--- src/rtl/cs_pkg.sv ---
package cs_pkg;
  localparam logic [2:0] WAIT_EXT_CODE = 3'b111;

  function automatic logic [3:0] wait_count(input logic [2:0] hi, input logic lo);
    return {hi, lo};
  endfunction
endpackage

--- src/rtl/cs_addr_match.sv ---
module cs_addr_match #(
  parameter int ADDR_W   = 24,
  parameter int MIN_LOG2 = 17
) (
  input  logic [ADDR_W-1:0] addr,
  input  logic [ADDR_W-1:0] base,
  input  logic [2:0]        size,
  output logic              hit
);
  logic [ADDR_W-1:0] keep;

  for (genvar b = 0; b < ADDR_W; b++) begin : g_keep
    assign keep[b] = (32'(b) >= (32'(MIN_LOG2) + 32'(size)));
  end

  assign hit = (((addr ^ base) & keep) == '0);
endmodule

--- src/rtl/cs_wait_ctr.sv ---
module cs_wait_ctr import cs_pkg::*; #(
  parameter int CNT_W = 5
) (
  input  logic             clk,
  input  logic             rst_n,
  input  logic             start,
  input  logic             busy,
  input  logic [2:0]       wait_hi,
  input  logic             wait_lo,
  input  logic             extend,
  input  logic             ext_ack,
  output logic [CNT_W-1:0] cnt,
  output logic             int_ack,
  output logic             done
);
  logic [CNT_W-1:0] cnt_q, cnt_d, target;
  logic             ext_mode, strobe_ok;

  assign ext_mode  = (wait_hi == WAIT_EXT_CODE);
  assign target    = CNT_W'(wait_count(wait_hi, wait_lo)) + CNT_W'(extend);
  assign strobe_ok = !extend || (cnt_q != '0);
  assign int_ack   = busy && !ext_mode && (cnt_q == target);
  assign done      = busy && (ext_mode ? (ext_ack && strobe_ok) : (cnt_q == target));
  assign cnt       = cnt_q;

  always_comb begin
    cnt_d = cnt_q;
    if (start)
      cnt_d = '0;
    else if (busy && !done && (cnt_q != '1))
      cnt_d = cnt_q + 1'b1;
  end

  always_ff @(posedge clk or negedge rst_n) begin
    if (!rst_n) cnt_q <= '0;
    else        cnt_q <= cnt_d;
  end
endmodule

--- src/rtl/cs_strobe_seq.sv ---
module cs_strobe_seq (
  input  logic       busy,
  input  logic       wr,
  input  logic [1:0] be,
  input  logic       wide,
  input  logic       flash,
  input  logic       past_first,
  output logic       cs_n,
  output logic       lwe_n,
  output logic       uwe_n
);
  logic strobe_phase;

  assign strobe_phase = busy && wr && (!flash || past_first);
  assign cs_n  = !busy;
  assign lwe_n = !(strobe_phase && (!wide || be[0]));
  assign uwe_n = !(strobe_phase && wide && be[1]);
endmodule

--- src/rtl/cs_cycle_ctrl.sv ---
module cs_cycle_ctrl import cs_pkg::*; #(
  parameter int ADDR_W   = 24,
  parameter int MIN_LOG2 = 17,
  parameter int CNT_W    = 5
) (
  input  logic              clk,
  input  logic              rst_n,
  input  logic              cfg_main_we,
  input  logic [ADDR_W-1:0] cfg_base,
  input  logic [2:0]        cfg_size,
  input  logic              cfg_wide,
  input  logic [2:0]        cfg_wait_hi,
  input  logic              cfg_flash,
  input  logic              cfg_en,
  input  logic              cfg_ctrl_we,
  input  logic              cfg_wait_lo,
  input  logic              bus_as,
  input  logic [ADDR_W-1:0] bus_addr,
  input  logic              bus_write,
  input  logic [1:0]        bus_be,
  input  logic              ext_ack,
  output logic              cs_n,
  output logic              lwe_n,
  output logic              uwe_n,
  output logic              int_ack,
  output logic              data_wide
);
  logic [1:0] rst_pipe_q;
  logic       srst_n;

  always_ff @(posedge clk or negedge rst_n) begin
    if (!rst_n) rst_pipe_q <= '0;
    else        rst_pipe_q <= {rst_pipe_q[0], 1'b1};
  end
  assign srst_n = rst_pipe_q[1];

  logic [ADDR_W-1:0] cfg_base_q, cfg_base_d;
  logic [2:0]        cfg_size_q, cfg_size_d, cfg_wait_hi_q, cfg_wait_hi_d;
  logic              cfg_wide_q, cfg_wide_d, cfg_flash_q, cfg_flash_d;
  logic              cfg_en_q, cfg_en_d, cfg_wait_lo_q, cfg_wait_lo_d;
  logic              busy_q, busy_d, wr_q, wr_d;
  logic [1:0]        be_q, be_d;
  logic              main_ld, ctrl_ld, region_hit, start, cyc_done, extend;
  logic [CNT_W-1:0]  cnt;

  assign main_ld = cfg_main_we && !busy_q;
  assign ctrl_ld = cfg_ctrl_we && !busy_q;
  assign start   = !busy_q && bus_as && cfg_en_q && region_hit;
  assign extend  = cfg_flash_q && wr_q;

  always_comb begin
    cfg_base_d    = cfg_base_q;
    cfg_size_d    = cfg_size_q;
    cfg_wide_d    = cfg_wide_q;
    cfg_wait_hi_d = cfg_wait_hi_q;
    cfg_flash_d   = cfg_flash_q;
    cfg_en_d      = cfg_en_q;
    cfg_wait_lo_d = cfg_wait_lo_q;
    if (main_ld) begin
      cfg_base_d    = cfg_base;
      cfg_size_d    = cfg_size;
      cfg_wide_d    = cfg_wide;
      cfg_wait_hi_d = cfg_wait_hi;
      cfg_flash_d   = cfg_flash;
      cfg_en_d      = cfg_en;
    end
    if (ctrl_ld)
      cfg_wait_lo_d = cfg_wait_lo;
  end

  always_comb begin
    busy_d = busy_q;
    wr_d   = wr_q;
    be_d   = be_q;
    if (start) begin
      busy_d = 1'b1;
      wr_d   = bus_write;
      be_d   = bus_be;
    end else if (cyc_done) begin
      busy_d = 1'b0;
    end
  end

  always_ff @(posedge clk or negedge srst_n) begin
    if (!srst_n) begin
      cfg_base_q    <= '0;
      cfg_size_q    <= '0;
      cfg_wide_q    <= 1'b0;
      cfg_wait_hi_q <= '0;
      cfg_flash_q   <= 1'b0;
      cfg_en_q      <= 1'b0;
      cfg_wait_lo_q <= 1'b0;
      busy_q        <= 1'b0;
      wr_q          <= 1'b0;
      be_q          <= '0;
    end else begin
      cfg_base_q    <= cfg_base_d;
      cfg_size_q    <= cfg_size_d;
      cfg_wide_q    <= cfg_wide_d;
      cfg_wait_hi_q <= cfg_wait_hi_d;
      cfg_flash_q   <= cfg_flash_d;
      cfg_en_q      <= cfg_en_d;
      cfg_wait_lo_q <= cfg_wait_lo_d;
      busy_q        <= busy_d;
      wr_q          <= wr_d;
      be_q          <= be_d;
    end
  end

  cs_addr_match #(.ADDR_W(ADDR_W), .MIN_LOG2(MIN_LOG2)) i_match (
    .addr(bus_addr), .base(cfg_base_q), .size(cfg_size_q), .hit(region_hit)
  );

  cs_wait_ctr #(.CNT_W(CNT_W)) i_wait (
    .clk(clk), .rst_n(srst_n), .start(start), .busy(busy_q),
    .wait_hi(cfg_wait_hi_q), .wait_lo(cfg_wait_lo_q), .extend(extend),
    .ext_ack(ext_ack), .cnt(cnt), .int_ack(int_ack), .done(cyc_done)
  );

  cs_strobe_seq i_strobe (
    .busy(busy_q), .wr(wr_q), .be(be_q), .wide(cfg_wide_q),
    .flash(cfg_flash_q), .past_first(cnt != '0),
    .cs_n(cs_n), .lwe_n(lwe_n), .uwe_n(uwe_n)
  );

  assign data_wide = cfg_wide_q;
endmodule

--- config.mk ---
export PLATFORM = sky130hd
export DESIGN_NAME = cs_cycle_ctrl
export DESIGN_NICKNAME = d
export VERILOG_FILES = /design/src/rtl/cs_pkg.sv /design/src/rtl/cs_addr_match.sv /design/src/rtl/cs_wait_ctr.sv /design/src/rtl/cs_strobe_seq.sv /design/src/rtl/cs_cycle_ctrl.sv
export SDC_FILE = /design/constraint.sdc
export NUM_CORES = 1
export LEC_CHECK = 0
export CORE_UTILIZATION = 45
export DETAILED_ROUTE_END_ITERATION = 10
export PLACE_DENSITY_LB_ADDON = 0.15
export SYNTH_ARGS = -nofsm -noshare
export SYNTH_HDL_FRONTEND = slang
export SYNTH_SLANG_ARGS = --single-unit
--- constraint.sdc ---
create_clock -name clk -period 3.5 [get_ports clk]
set_input_delay 0.7 -clock clk [delete_from_list [all_inputs] [get_ports clk]]
set_output_delay 0.7 -clock clk [all_outputs]
set_load 0.005 [all_outputs]
* Word-level counts from Yosys, hierarchy flattened
Index checks and enable logic that the tools add are counted.
** Operators by class
- $add $sub $neg :: 3
- Magnitude comparators :: 24
- Eq/ne operators :: 3
- Muxes and demuxes :: 5
- Bitwise logic cells :: 2
- Reductions and logical operators :: 32
** Operator list (number)
- greater-or-equal comparator 4 x 32 -> 1 bit (first input constant) :: 8
- greater-or-equal comparator 5 x 32 -> 1 bit (first input constant) :: 8
- greater-or-equal comparator 3 x 32 -> 1 bit (first input constant) :: 4
- greater-or-equal comparator 2 x 32 -> 1 bit (first input constant) :: 2
- greater-or-equal comparator 1 x 32 -> 1 bit (first input constant) :: 1
- bitwise AND 24 bit :: 1
- logical NOT 24 bit :: 1
- XOR 24 bit :: 1
- logical AND 1 bit :: 17
- two-way mux 5 bit :: 2
- logical NOT 1 bit :: 8
- adder 5 x 3 -> 6 bit (first input constant) :: 1
- greater-or-equal comparator 1 x 6 -> 1 bit (first input constant) :: 1
- adder 4 x 1 -> 5 bit :: 1
- adder 5 x 1 -> 5 bit (second input constant) :: 1
- equality test 5 bit :: 1
- != test 5 bit (second input constant) :: 1
- nonzero test 5 bit :: 1
- nonzero test 2 bit :: 2
- equality test 3 bit (second input constant) :: 1
- logical OR 1 bit :: 3
- two-way mux 1 bit :: 3
** Word-level totals
- Flip-flop bits (word level) :: 45
- Bits of input ports :: 67
- Output and inout bits :: 5
- Word-level logic and storage cells :: 81

* Logic depth before layout (Yosys ltp)
Gate-level depths: netlist of run 1.
- Word-level depth :: 11
- Gate-level depth with buffers :: 8
- Depth with buffers taken out :: 8

* Hierarchy
Synthesis of run 1 repeated with hierarchy kept, for this count alone.
** Unflattened totals
- Cell total of the unflattened synthesis :: 172
- Area, all modules :: 2347.3 sq um
** Modules (own cells, without submodules)
- cs_cycle_ctrl :: times used 1, cells an instance 92, area each 1644.1 sq um, sequential area each 1001.0 sq um
- cs_wait_ctr :: times used 1, cells an instance 50, area each 486.7 sq um, sequential area each 125.1 sq um
- cs_addr_match :: times used 1, cells an instance 24, area each 173.9 sq um, sequential area each 0.0 sq um
- cs_strobe_seq :: times used 1, cells an instance 6, area each 42.5 sq um, sequential area each 0.0 sq um

* Worst setup path before layout of run 1
OpenSTA, ideal clock, no wires.
- Path type :: register to output
- From :: reg cfg_flash_q
- To :: out int_ack
- Arrival time :: 1823 ps
- Data required time :: 2800 ps
- Path slack :: 977 ps
- Stages on the path, launching flop included :: 8
- Path buffers :: 0
- Path through :: dfrtp_1 and2_2 ha_1 ha_1 a31o_2 a2111oi_2 nand3_1 nor2_1
** Between the ends
- Word-level cells in the longest chain between the ends :: 4
** RTL lines
- start, declared :: line cs_cycle_ctrl.sv:39 : logic cfg_wide_q, cfg_wide_d, cfg_flash_q, cfg_flash_d;
- start signal, assigned :: line cs_cycle_ctrl.sv:101 : cfg_flash_q <= cfg_flash_d;
- logical AND 1 bit :: line cs_cycle_ctrl.sv:49 : assign extend = cfg_flash_q && wr_q;
- adder 4 x 1 -> 5 bit :: line cs_wait_ctr.sv:20 : assign target = CNT_W'(wait_count(wait_hi, wait_lo)) + CNT_W'(extend);
- equality test 5 bit :: line cs_wait_ctr.sv:22 : assign int_ack = busy && !ext_mode && (cnt_q == target);
- logical AND 1 bit :: line cs_wait_ctr.sv:22
- end, declared :: line cs_cycle_ctrl.sv:25 : output logic int_ack,
Every way passes these cells.

* Worst setup path after layout of run 1
Ends and elaborated chain as after synthesis.

==> results.md, run 1 <==
* Outcome: finished, final reports clean
* Worst setup SP type: flip-flop
* Final WL at 3490 um
* WS Path Type: reg2out
* Layout net count at 272
* Leakage at 0.934 nW
* Placed cell count at 232
* Asr flop ratio synth at 1.00
* DIE HEIGHT at 62.2 um
* Reg2reg end: i_wait.cnt[3]
* Minimum clock period at 3.11 ns
* Deepest clock path buffer count at 2
* Root buffer cell: clkbuf_4
* Most frequent cells in the layout: clkdlybuf4s50_1 (38), dfrtp_1 (29), mux2_2 (14)
* Critical Path RT at 2.80 ns
* Fmax at 321 MHz
* Grt met2 use at 0.349
* Grt met3 use at 0.0515
* Initial antenna violation count at 0
* RSZ-0062 raised after global routing: no
* Mapped Nets at 224
* Fin. Hold Viols at 0
* Antenna Cells at 0
* CP max FO at 3
* Filler Cell Count at 281
* Synth Cell Area at 1630 um^2
* P per Cell Area at 700 nW/um^2
* Met1 GRT Util at 0.213
* Total CTS buffers at 5
* Clock power frac at 0.186
* DR vias at 1,316
* Post-layout util at 0.644
* Non-Filler Instances at 244
* Number of global-route vias before repair at 1,364
* Clock Pin Slew Worst Setup and Hold Paths at 0.09 ns
* Internal power at 0.000979 W
* Commonest non-fill, non-tap cell in the layout: clkdlybuf4s50_1
* Gr usage total at 0.193
* I/O Buffers at 39
* CP Capture Type: output port
* Reg2reg setup slack at 1.00 ns
* Post-synth EDFFs at 0
* Remaining DRCs at 0
* Routability cong. at 0.793
* Rows at 21
* Antenna-violating nets left at 0
* Area Overhead vs Synth at 34.7%
* Worst Hold End: rst_pipe_q[1]
* Peak supply drop at 293 uV
* Setup Skew at 0.0101 ns
* Fraction of layout cells with a size suffix above 1 at 0.172
* Drt first pass iters at 4
* Via/cell ratio at 5.39
* DRC marker count from the first detailed-route iteration at 62
* Busiest grt layer: met2
* Sink Count at 29
* Logic gate share of total power at 0.448
* DP HPWL at 2640 um
* Hold Startpoint: rst_pipe_q[0]
* Starting density of the core at 0.478
* Tcrit/Tclk final at 0.890
* Total gr overflow at 0
* H-tree Lvls at 2
* Post-synth cell types at 36
* Most used DFF post-synth: dfrtp_1
* Sw Share at 0.364
* DIE AREA at 3870 um^2
* Headroom to the max-slew limit at 0.293
* Synthesized instance count at 149
* Worst r2r src: cfg_flash_q
* Mapped Avg Cell Area at 11.0 um^2
* Seq/Total Area, Yosys at 0.445
* Net Sw Power at 0.000561 W
* HP Class: reg2reg
* Power consumption at 0.00154 W
* Routed WL per cell at 14.3 um
* TNS Setup at 0 ns
* Core area at 3420 um^2
* First-pass GRT wire length at 5800 um
* Worst slew pin tran at 1.06 ns
* Pin count of the biggest net entering global routing at 28
* Sequential cell fraction of total power at 0.366
* Count of synthesis-stage warnings from yosys at 0
* Clock latency on the worst-skew pair at 0.33 ns
* Max_cap viols at 0
* Die Wd at 62.2 um
* CTS tree: yes
* Synth Register Bits at 29
* Setup-failing EPs final at 0
* Hold buffer count at CTS at 0
* R2R depth at 9
* Worst hold stages at 0
* Final Max Tran Viols at 0
* Crit path DAT at 2.41 ns
* IO Count at 72
[power by group through the flow]
| stage | sequential [W] | clock (W) | combinational (W) |
|---|---|---|---|
| after floorplan | 0.000535 | 0 | 0.000463 |
| after global placement | 0.000561 | 0 | 0.000592 |
| after detailed placement | 0.000568 | 0 | 0.000624 |
| after CTS | 0.000562 | 0.000294 | 0.000648 |
| after global routing | 0.000581 | 0.000310 | 0.000762 |
| final | 0.000564 | 0.000286 | 0.000690 |
[per-layer routing]
layer	part of all wire	wire [um]	vias up
met5	0	0	-
met4	0.021	72	0
met3	0.047	163	9
met2	0.52	1810	37
met1	0.41	1450	624
li1	-	-	646
[worst max-delay path, cell delays in order (launching register included)]
cell,delay (ns)
dfrtp_1,0.40
and2_2,0.21
ha_1,0.20
ha_2,0.20
a31o_2,0.26
a2111oi_4,0.40
nand3_1,0.15
nor2_1,0.12
dlymetal6s2s_1,0.13
[registers in the layout (all words and copies together), names as in the netlist]
signal and count:
data_wide 1, cfg_flash_q 1, cfg_wait_lo_q 1, be_q 2
busy_q 1, cfg_en_q 1, wr_q 1, cfg_base_q 8
i_wait.cnt 5, cfg_size_q 3, rst_pipe_q 2, cfg_wait_hi_q 3
[cells in the mapped netlist (all sizes together) (3+ instances only)]
cell type,count,area share
dfrtp,29,0.44
mux2,14,0.097
nand3,9,0.028
o21ai,9,0.028
xor2,9,0.048
ha,8,0.061
xnor2,8,0.043
inv,7,0.016
nand2,7,0.016
a21oi,5,0.015
a22oi,5,0.023
nand4,5,0.019
and3,3,0.013
clkbuf,3,0.013
nor2,3,0.0069
o211ai,3,0.014
[area by class of cell]
type / instances / area (um^2) / area share
Tap cell: 46 / 57.6 / 0.0262
Clock buffer: 7 / 55.1 / 0.0250
Multi-Input combinational cell: 110 / 873 / 0.397
Timing Repair Buffer: 44 / 430 / 0.196
Inverter: 7 / 26.3 / 0.0120
Sequential cell: 29 / 726 / 0.330
Clock inverter: 1 / 30.0 / 0.0137
[cell families (layout without fill, tap and decap cells)]
logic type,Yosys count,after routing,synth area share
XOR/XNOR,17,17,0.0913
multiplexers,16,16,0.109
buffers and inverters,10,59,0.0291
other,1,1,0.00230
AO/OA/AOI/OAI,33,33,0.145
adder cells (fa/ha/maj),8,8,0.0614
AND/OR/NAND/NOR,35,35,0.117
flip-flops,29,29,0.445
[worst max-delay path by stage]
stage / startpoint / end / slack (ns) / depth (start not counted)
floorplan: cfg_flash_q / int_ack / 0.98 / 7
global placement: cfg_flash_q / int_ack / 0.36 / 8
detailed placement: wr_q / int_ack / 0.28 / 8
CTS: wr_q / int_ack / 0.002 / 8
global route: cfg_flash_q / int_ack / 0.24 / 8
finish: cfg_flash_q / int_ack / 0.39 / 8
[metrics by stage]
step | hold slack [ns] | setup WS (ns) | area (um^2)
2_1_floorplan | 0.331 | 0.977 | 1630
3_3_place_gp | 0.344 | 0.364 | 2070
3_5_place_dp | 0.340 | 0.283 | 2070
4_1_cts | 0.363 | 0.00171 | 2160
5_1_grt | 0.374 | 0.241 | 2200
6_report | 0.360 | 0.386 | 2200
[repair_timing]
item	CTS	global route
gates resized for setup	1	2
buffers inserted	0	4
endpoints found under the setup margin	1	1
cloned	0	0
pin swaps	0	3
Power figures use the tool's default switching activity.
==> run 2: changes to the inputs <==
--- a/config.mk
+++ b/config.mk
@@ -5,6 +5,7 @@
 export SDC_FILE = /design/constraint.sdc
 export NUM_CORES = 1
 export LEC_CHECK = 0
+export ABC_AREA = 1
 export CORE_UTILIZATION = 45
 export DETAILED_ROUTE_END_ITERATION = 10
 export PLACE_DENSITY_LB_ADDON = 0.15
==> run 2 against run 1 <==
Routed wire length decreased by 7.0%; register-to-register slack improved by 0.65 ns; sequential cell count unchanged; critical path depth increased by 3; setup slack improved by 0.029 ns; count of clock-buffer cells in the layout unchanged; largest power group unchanged.
==> results.md, run 2 <==
* Outcome: finished, final reports clean (unchanged)
* Headroom to the max-slew limit at 0.270 (was 0.293)
* Antenna Cells at 0 (unchanged)
* Total CTS buffers at 5 (unchanged)
* Asr flop ratio synth at 1.00 (unchanged)
* Most common cell in the synthesized netlist: nand2_1 (was dfrtp_1)
* Initial antenna violation count at 0 (unchanged)
* Logic gate share of total power at 0.419 (was 0.448)
* Gr usage total at 0.192 (was 0.193)
* Fmax at 324 MHz (was 321 MHz)
* Layout net count at 323 (was 272)
* Number of global-route vias before repair at 1,399 (was 1,364)
* Synthesized instance count at 204 (was 149)
* Final WL at 3250 um (was 3490 um)
* Post-synth top area cell: dfrtp_1 (unchanged)
* CP Capture Type: output port (unchanged)
* Setup Skew at 0.0114 ns (was 0.0101 ns)
* Synth Register Bits at 29 (unchanged)
* Post-CTS setup buffer count at 0 (unchanged)
* P per Cell Area at 722 nW/um^2 (was 700 nW/um^2)
* Sink Count at 29 (unchanged)
* TNS Setup at 0 ns (unchanged)
* Via/cell ratio at 4.78 (was 5.39)
* Die Wd at 63.1 um (was 62.2 um)
* Total gr overflow at 0 (unchanged)
* Hold Startpoint: rst_pipe_q[0] (unchanged)
* Filler Cell Count at 323 (was 281)
* DIE HEIGHT at 63.1 um (was 62.2 um)
* Routability cong. at 0.772 (was 0.793)
* Clock power frac at 0.222 (was 0.186)
* Leakage at 1.13 nW (was 0.934 nW)
* Starting density of the core at 0.484 (was 0.478)
* Worst r2r src: wr_q (was cfg_flash_q)
* Critical Path RT at 2.80 ns (about the same)
* Antenna-violating nets left at 0 (unchanged)
* Internal power at 0.00101 W (was 0.000979 W)
* Core area at 3470 um^2 (was 3420 um^2)
* RSZ-0062 raised after global routing: no (unchanged)
* Worst slew pin tran at 1.09 ns (was 1.06 ns)
* Rows at 21 (unchanged)
* Post-synth EDFFs at 0 (unchanged)
* Post-synth cell types at 24 (was 36)
* Sequential cell fraction of total power at 0.359 (was 0.366)
* Most frequent cells in the layout: nand2_1 (47), clkdlybuf4s50_1 (39), dfrtp_1 (29) (was clkdlybuf4s50_1 (38), dfrtp_1 (29), mux2_2 (14))
* Hold buffer count at CTS at 0 (unchanged)
* Tcrit/Tclk final at 0.881 (was 0.890)
* Worst setup SP type: flip-flop (unchanged)
* Fraction of layout cells with a size suffix above 1 at 0.116 (was 0.172)
* Sw Share at 0.376 (was 0.364)
* I/O Buffers at 39 (unchanged)
* CTS resizes at 0 (was 1)
* Commonest cells post-synth: nand2_1 (47), dfrtp_1 (29), inv_1 (27), nand3_1 (23), nor2_1 (16) (was dfrtp_1 (29), mux2_2 (14), nand3_1 (9), o21ai_0 (9), xor2_1 (9))
* Reg with most FFs: cfg_base_q (unchanged)
* Root buffer cell: clkbuf_8 (was clkbuf_4)
* Largest register FFs at 8 (unchanged)
* DR vias at 1,409 (was 1,316)
* HP Class: reg2reg (unchanged)
* DIE AREA at 3980 um^2 (was 3870 um^2)
* Final Max Tran Viols at 0 (unchanged)
* Seq/Total Area, Yosys at 0.432 (was 0.445)
* Max_cap viols at 0 (unchanged)
* CP max FO at 4 (was 3)
* Most used DFF post-synth: dfrtp_1 (unchanged)
* Deepest clock path buffer count at 2 (unchanged)
* Crit path DAT at 2.38 ns (was 2.41 ns)
* Pin count of the biggest net entering global routing at 28 (unchanged)
* Minimum clock period at 3.08 ns (was 3.11 ns)
* CTS tree: yes (unchanged)
* DP HPWL at 2440 um (was 2640 um)
* Net Sw Power at 0.000607 W (was 0.000561 W)
* Mapped Avg Cell Area at 8.24 um^2 (was 11.0 um^2)
* Clock Pin Slew Worst Setup and Hold Paths at 0.06 ns (was 0.09 ns)
* Post-layout util at 0.644 (about the same)
* Synth top area share at 0.432 (was 0.445)
* IO Count at 72 (unchanged)
* Area Overhead vs Synth at 33.0% (was 34.7%)
* Fin. Hold Viols at 0 (unchanged)
* Routed WL per cell at 11.0 um (was 14.3 um)
* Worst setup startpoint: wr_q (was cfg_flash_q)
* Drt first pass iters at 4 (unchanged)
* Synth Cell Area at 1680 um^2 (was 1630 um^2)
* DRC marker count from the first detailed-route iteration at 65 (was 62)
* Peak supply drop at 370 uV (was 293 uV)
* Clock latency on the worst-skew pair at 0.28 ns (was 0.33 ns)
* First-pass GRT wire length at 5870 um (was 5800 um)
* Count of synthesis-stage warnings from yosys at 0 (unchanged)
* Commonest non-fill, non-tap cell in the layout: nand2_1 (was clkdlybuf4s50_1)
* Setup-failing EPs final at 0 (unchanged)
* Mapped Nets at 279 (was 224)
* WS Path Type: reg2out (unchanged)
* H-tree Lvls at 2 (unchanged)
* Top cells by area, synth: dfrtp_1 (43%), nand2_1 (10%), nand3_1 (6.9%) (was dfrtp_1 (44%), mux2_2 (9.7%), ha_1 (6.1%))
* Remaining DRCs at 0 (unchanged)
## run 2: final timing paths
kind                       slack, ns  cells past startpoint        endpoint
min in group asynchronous       0.46                      0       data_wide
min reg2reg                     0.35                      0   rst_pipe_q[1]
min                             0.35                      0   rst_pipe_q[1]
max in group asynchronous       2.37                      0  cfg_base_q[23]
max reg2reg                     1.65                     13   i_wait.cnt[3]
max                             0.42                     11         int_ack
## run 2: layer usage
layer,track usage,wire length [um],vias up
met2,0.302,1490,28
met3,0.0453,110,8
met1,0.246,1590,638
met4,0.0959,62,0
li1,-,-,735
met5,0,0,-
## run 2: cell families (layout without fill, tap and decap cells)
family	count (synthesis)	count (layout)	synth area share
AO/OA/AOI/OAI	15	15	0.0521
buffers and inverters	33	78	0.0752
XOR/XNOR	9	9	0.0469
other	1	1	0.00223
flip-flops	29	29	0.432
multiplexers	8	8	0.0536
adder cells (fa/ha/maj)	8	8	0.0596
AND/OR/NAND/NOR	101	101	0.278
## run 2: critical path, stage by stage (launching register included)
cell,delay (ns)
dfrtp_1,0.41
nand2_1,0.07
inv_1,0.05
ha_1,0.19
ha_1,0.20
or2_1,0.23
nand3b_1,0.09
nand2_1,0.06
nor2_2,0.12
nand2_4,0.09
nor2_1,0.10
clkdlybuf4s50_1,0.50
## run 2: cell type report
class                      instances  area (um^2)  area share
tap                               46         57.6      0.0258
clock buffer                       7         86.3      0.0386
sequential                        29          726       0.325
clock inverter                     1         30.0      0.0134
multi-input combinational        142          828       0.371
inverter                          31          116      0.0521
timing repair buffer              39          390       0.175
## run 2: per-stage QoR
step | hold slack [ns] | setup WS, ns | total power, W | area (um^2) | cells
floorplan | 0.331 | 1.31 | 0.00108 | 1680 | 204
global placement | 0.335 | 0.734 | 0.00125 | 2120 | 287
detailed placement | 0.339 | 0.725 | 0.00127 | 2120 | 287
CTS | 0.354 | 0.398 | 0.00163 | 2230 | 295
global route | 0.356 | 0.284 | 0.00177 | 2230 | 295
finish | 0.349 | 0.415 | 0.00161 | 2230 | 295
## run 2: power by group through the flow
stage	clock [W]	sequential [W]	combinational (W)
6_report	0.000359	0.000579	0.000675
2_1_floorplan	0	0.000556	0.000528
5_1_grt	0.000384	0.000601	0.000782
4_1_cts	0.000368	0.000579	0.000688
3_3_place_gp	0	0.000579	0.000672
3_5_place_dp	0	0.000584	0.000684
==> run 3: changes to the inputs <==
--- a/config.mk
+++ b/config.mk
@@ -6,9 +6,10 @@
 export NUM_CORES = 1
 export LEC_CHECK = 0
 export ABC_AREA = 1
-export CORE_UTILIZATION = 45
+export CORE_UTILIZATION = 46
 export DETAILED_ROUTE_END_ITERATION = 10
 export PLACE_DENSITY_LB_ADDON = 0.15
+export REMOVE_ABC_BUFFERS = 1
 export SYNTH_ARGS = -nofsm -noshare
 export SYNTH_HDL_FRONTEND = slang
 export SYNTH_SLANG_ARGS = --single-unit
==> run 3 against run 2 <==
Setup slack got worse by 0.024 ns; final cell count unchanged; critical path depth unchanged; total power decreased by 10%; register-to-register slack about the same; sequential cell count unchanged; die area decreased by 2.1%; critical path type unchanged.
==> results.md, run 3 (synthesis results as in run 2) <==
* Sink Count at 29 (unchanged)
* Worst Hold End: rst_pipe_q[1] (unchanged)
* Max_cap viols at 0 (unchanged)
* CTS resizes at 0 (unchanged)
* DP HPWL at 2440 um (unchanged)
* DIE HEIGHT at 62.4 um (was 63.1 um)
* Hold buffer count at CTS at 0 (unchanged)
* RSZ-0062 raised after global routing: no (unchanged)
* Fin. Hold Viols at 0 (unchanged)
* Clock Pin Slew Worst Setup and Hold Paths at 0.09 ns (was 0.06 ns)
* Most frequent cells in the layout: nand2_1 (47), clkdlybuf4s50_1 (39), dfrtp_1 (29) (unchanged)
* Outcome: finished, final reports clean (unchanged)
* Final WL at 3130 um (was 3250 um)
* Worst slew pin tran at 1.05 ns (was 1.09 ns)
* DRC marker count from the first detailed-route iteration at 43 (was 65)
* P per Cell Area at 666 nW/um^2 (was 722 nW/um^2)
* Net Sw Power at 0.000596 W (was 0.000607 W)
* Minimum clock period at 3.11 ns (was 3.08 ns)
* HP Class: reg2reg (unchanged)
* Antenna-violating nets left at 0 (unchanged)
* Post-layout util at 0.635 (was 0.644)
* Commonest non-fill, non-tap cell in the layout: nand2_1 (unchanged)
* Antenna Cells at 0 (unchanged)
* Reg2reg end: i_wait.cnt[1] (was i_wait.cnt[3])
* Drt first pass iters at 4 (unchanged)
* Buf+Inv Stages, Crit Path at 2 (unchanged)
* Post-CTS setup buffer count at 0 (unchanged)
* Headroom to the max-slew limit at 0.302 (was 0.270)
* First-pass GRT wire length at 5660 um (was 5870 um)
* Clock power frac at 0.132 (was 0.222)
* Routability cong. at 0.826 (was 0.772)
* Starting density of the core at 0.492 (was 0.484)
* I/O Buffers at 39 (unchanged)
* IO Count at 72 (unchanged)
* Total gr overflow at 0 (unchanged)
* Hold Startpoint: rst_pipe_q[0] (unchanged)
* Placed cell count at 287 (unchanged)
* Largest register FFs at 8 (unchanged)
* Die Wd at 62.4 um (was 63.1 um)
* Area Overhead vs Synth at 29.1% (was 33.0%)
* Final Max Tran Viols at 0 (unchanged)
* Worst hold stages at 0 (unchanged)
* Clock latency on the worst-skew pair at 0.33 ns (was 0.28 ns)
* Fraction of layout cells with a size suffix above 1 at 0.116 (unchanged)
* Non-Filler Instances at 295 (unchanged)
* Crit path max-delay family: simple AND/OR/NAND/NOR gates (unchanged)
* CP Capture Type: output port (unchanged)
* Power consumption at 0.00144 W (was 0.00161 W)
* R2R depth at 13 (unchanged)
* Largest stage delay, worst path at 0.50 ns (about the same)
* Rows at 21 (unchanged)
* TNS Setup at 0 ns (unchanged)
* Sequential cell fraction of total power at 0.401 (was 0.359)
* Crit path DAT at 2.41 ns (was 2.38 ns)
* Setup Skew at 0.00421 ns (was 0.0114 ns)
* Fin worst setup slack at 0.391 ns (was 0.415 ns)
* Worst path cell trace: nand2_1 -> inv_1 -> ha_1 -> ha_1 -> or2_1 -> nand3b_1 -> nand2_1 -> nor2_2 -> nand2_4 -> nor2_1 -> clkdlybuf4s50_1 (unchanged)
* CP max FO at 4 (unchanged)
* Via/cell ratio at 4.68 (was 4.78)
* Worst setup SP type: flip-flop (unchanged)
* DP Worst Slack at 0.737 ns (was 0.725 ns)
* Fmax at 322 MHz (was 324 MHz)
* Number of global-route vias before repair at 1,336 (was 1,399)
* Deepest clock path buffer count at 2 (unchanged)
* WS Path Type: reg2out (unchanged)
* H-tree Lvls at 2 (unchanged)
* Setup-failing EPs final at 0 (unchanged)
* Routed WL per cell at 10.6 um (was 11.0 um)
* DR vias at 1,380 (was 1,409)
* Worst r2r src: cfg_flash_q (was wr_q)
* Pin count of the biggest net entering global routing at 28 (unchanged)
* Total CTS buffers at 5 (unchanged)
* Remaining DRCs at 0 (unchanged)
* CTS tree: yes (unchanged)
* Root buffer cell: clkbuf_4 (was clkbuf_8)
* Critical Path RT at 2.80 ns (about the same)
* Critical-path top delay cell: clkdlybuf4s50_1 (unchanged)
* Internal power at 0.000849 W (was 0.00101 W)
* Gr usage total at 0.186 (was 0.192)
* Leakage at 1.10 nW (was 1.13 nW)
* Logic gate share of total power at 0.467 (was 0.419)
* Layout net count at 323 (unchanged)
* Reg2reg setup slack at 1.65 ns (about the same)
* Worst setup startpoint: cfg_flash_q (was wr_q)
* Tcrit/Tclk final at 0.888 (was 0.881)
* Reg with most FFs: cfg_base_q (unchanged)
* Sw Share at 0.412 (was 0.376)
* Initial antenna violation count at 0 (unchanged)
* Core area at 3420 um^2 (was 3470 um^2)
* Peak supply drop at 374 uV (was 370 uV)
* DIE AREA at 3900 um^2 (was 3980 um^2)
## run 3: cell types whose count changed in the layout (fill, tap and decap cells not counted), sizes merged
cell	previous run	this run
bufinv	1	0
clkinv	0	2
clkbuf	7	6
## run 3: cell type report
type	instances	area [um^2]
fillers	306	1250
clock inverters	2	10.0
repair buffers	39	390
multi-input cells	142	828
flip-flops and latches	29	726
well taps	46	57.6
inverters	31	116
clock buffers	6	41.3
## run 3: metrics by stage
| step | instance area, um^2 | hold WS, ns |
|---|---|---|
| floorplan | 1670 | 0.331 |
| global placement | 2120 | 0.335 |
| detailed placement | 2120 | 0.341 |
| CTS | 2170 | 0.361 |
| global route | 2170 | 0.368 |
| finish | 2170 | 0.358 |
## run 3: how the worst max path moves through the flow
stage,to,slack [ns],cells past startpoint
2_1_floorplan,int_ack,1.31,10
3_3_place_gp,int_ack,0.75,11
3_5_place_dp,int_ack,0.74,11
4_1_cts,int_ack,0.36,11
5_1_grt,int_ack,0.18,11
6_report,int_ack,0.39,11
## run 3: power groups by stage
stage               Clock [W]  Sequential (W)  Combinational (W)
global placement            0        0.000583           0.000666
finish               0.000191        0.000579           0.000675
floorplan                   0        0.000556           0.000524
global route         0.000213        0.000602           0.000782
CTS                  0.000198        0.000580           0.000684
detailed placement          0        0.000588           0.000680
## run 3: worst reg2reg max path: cells and delay by family (launching register included)
kind / cells / cell delay (ns)
adder cells (fa/ha/maj): 2 / 0.39
buffers and inverters: 2 / 0.10
flip-flops: 1 / 0.41
AND/OR/NAND/NOR: 9 / 0.85
## run 3: metal layers
metal  track usage  share of wire
met3        0.0566          0.047
met5             0              0
met1         0.246           0.50
met2         0.279           0.44
met4        0.0843          0.018
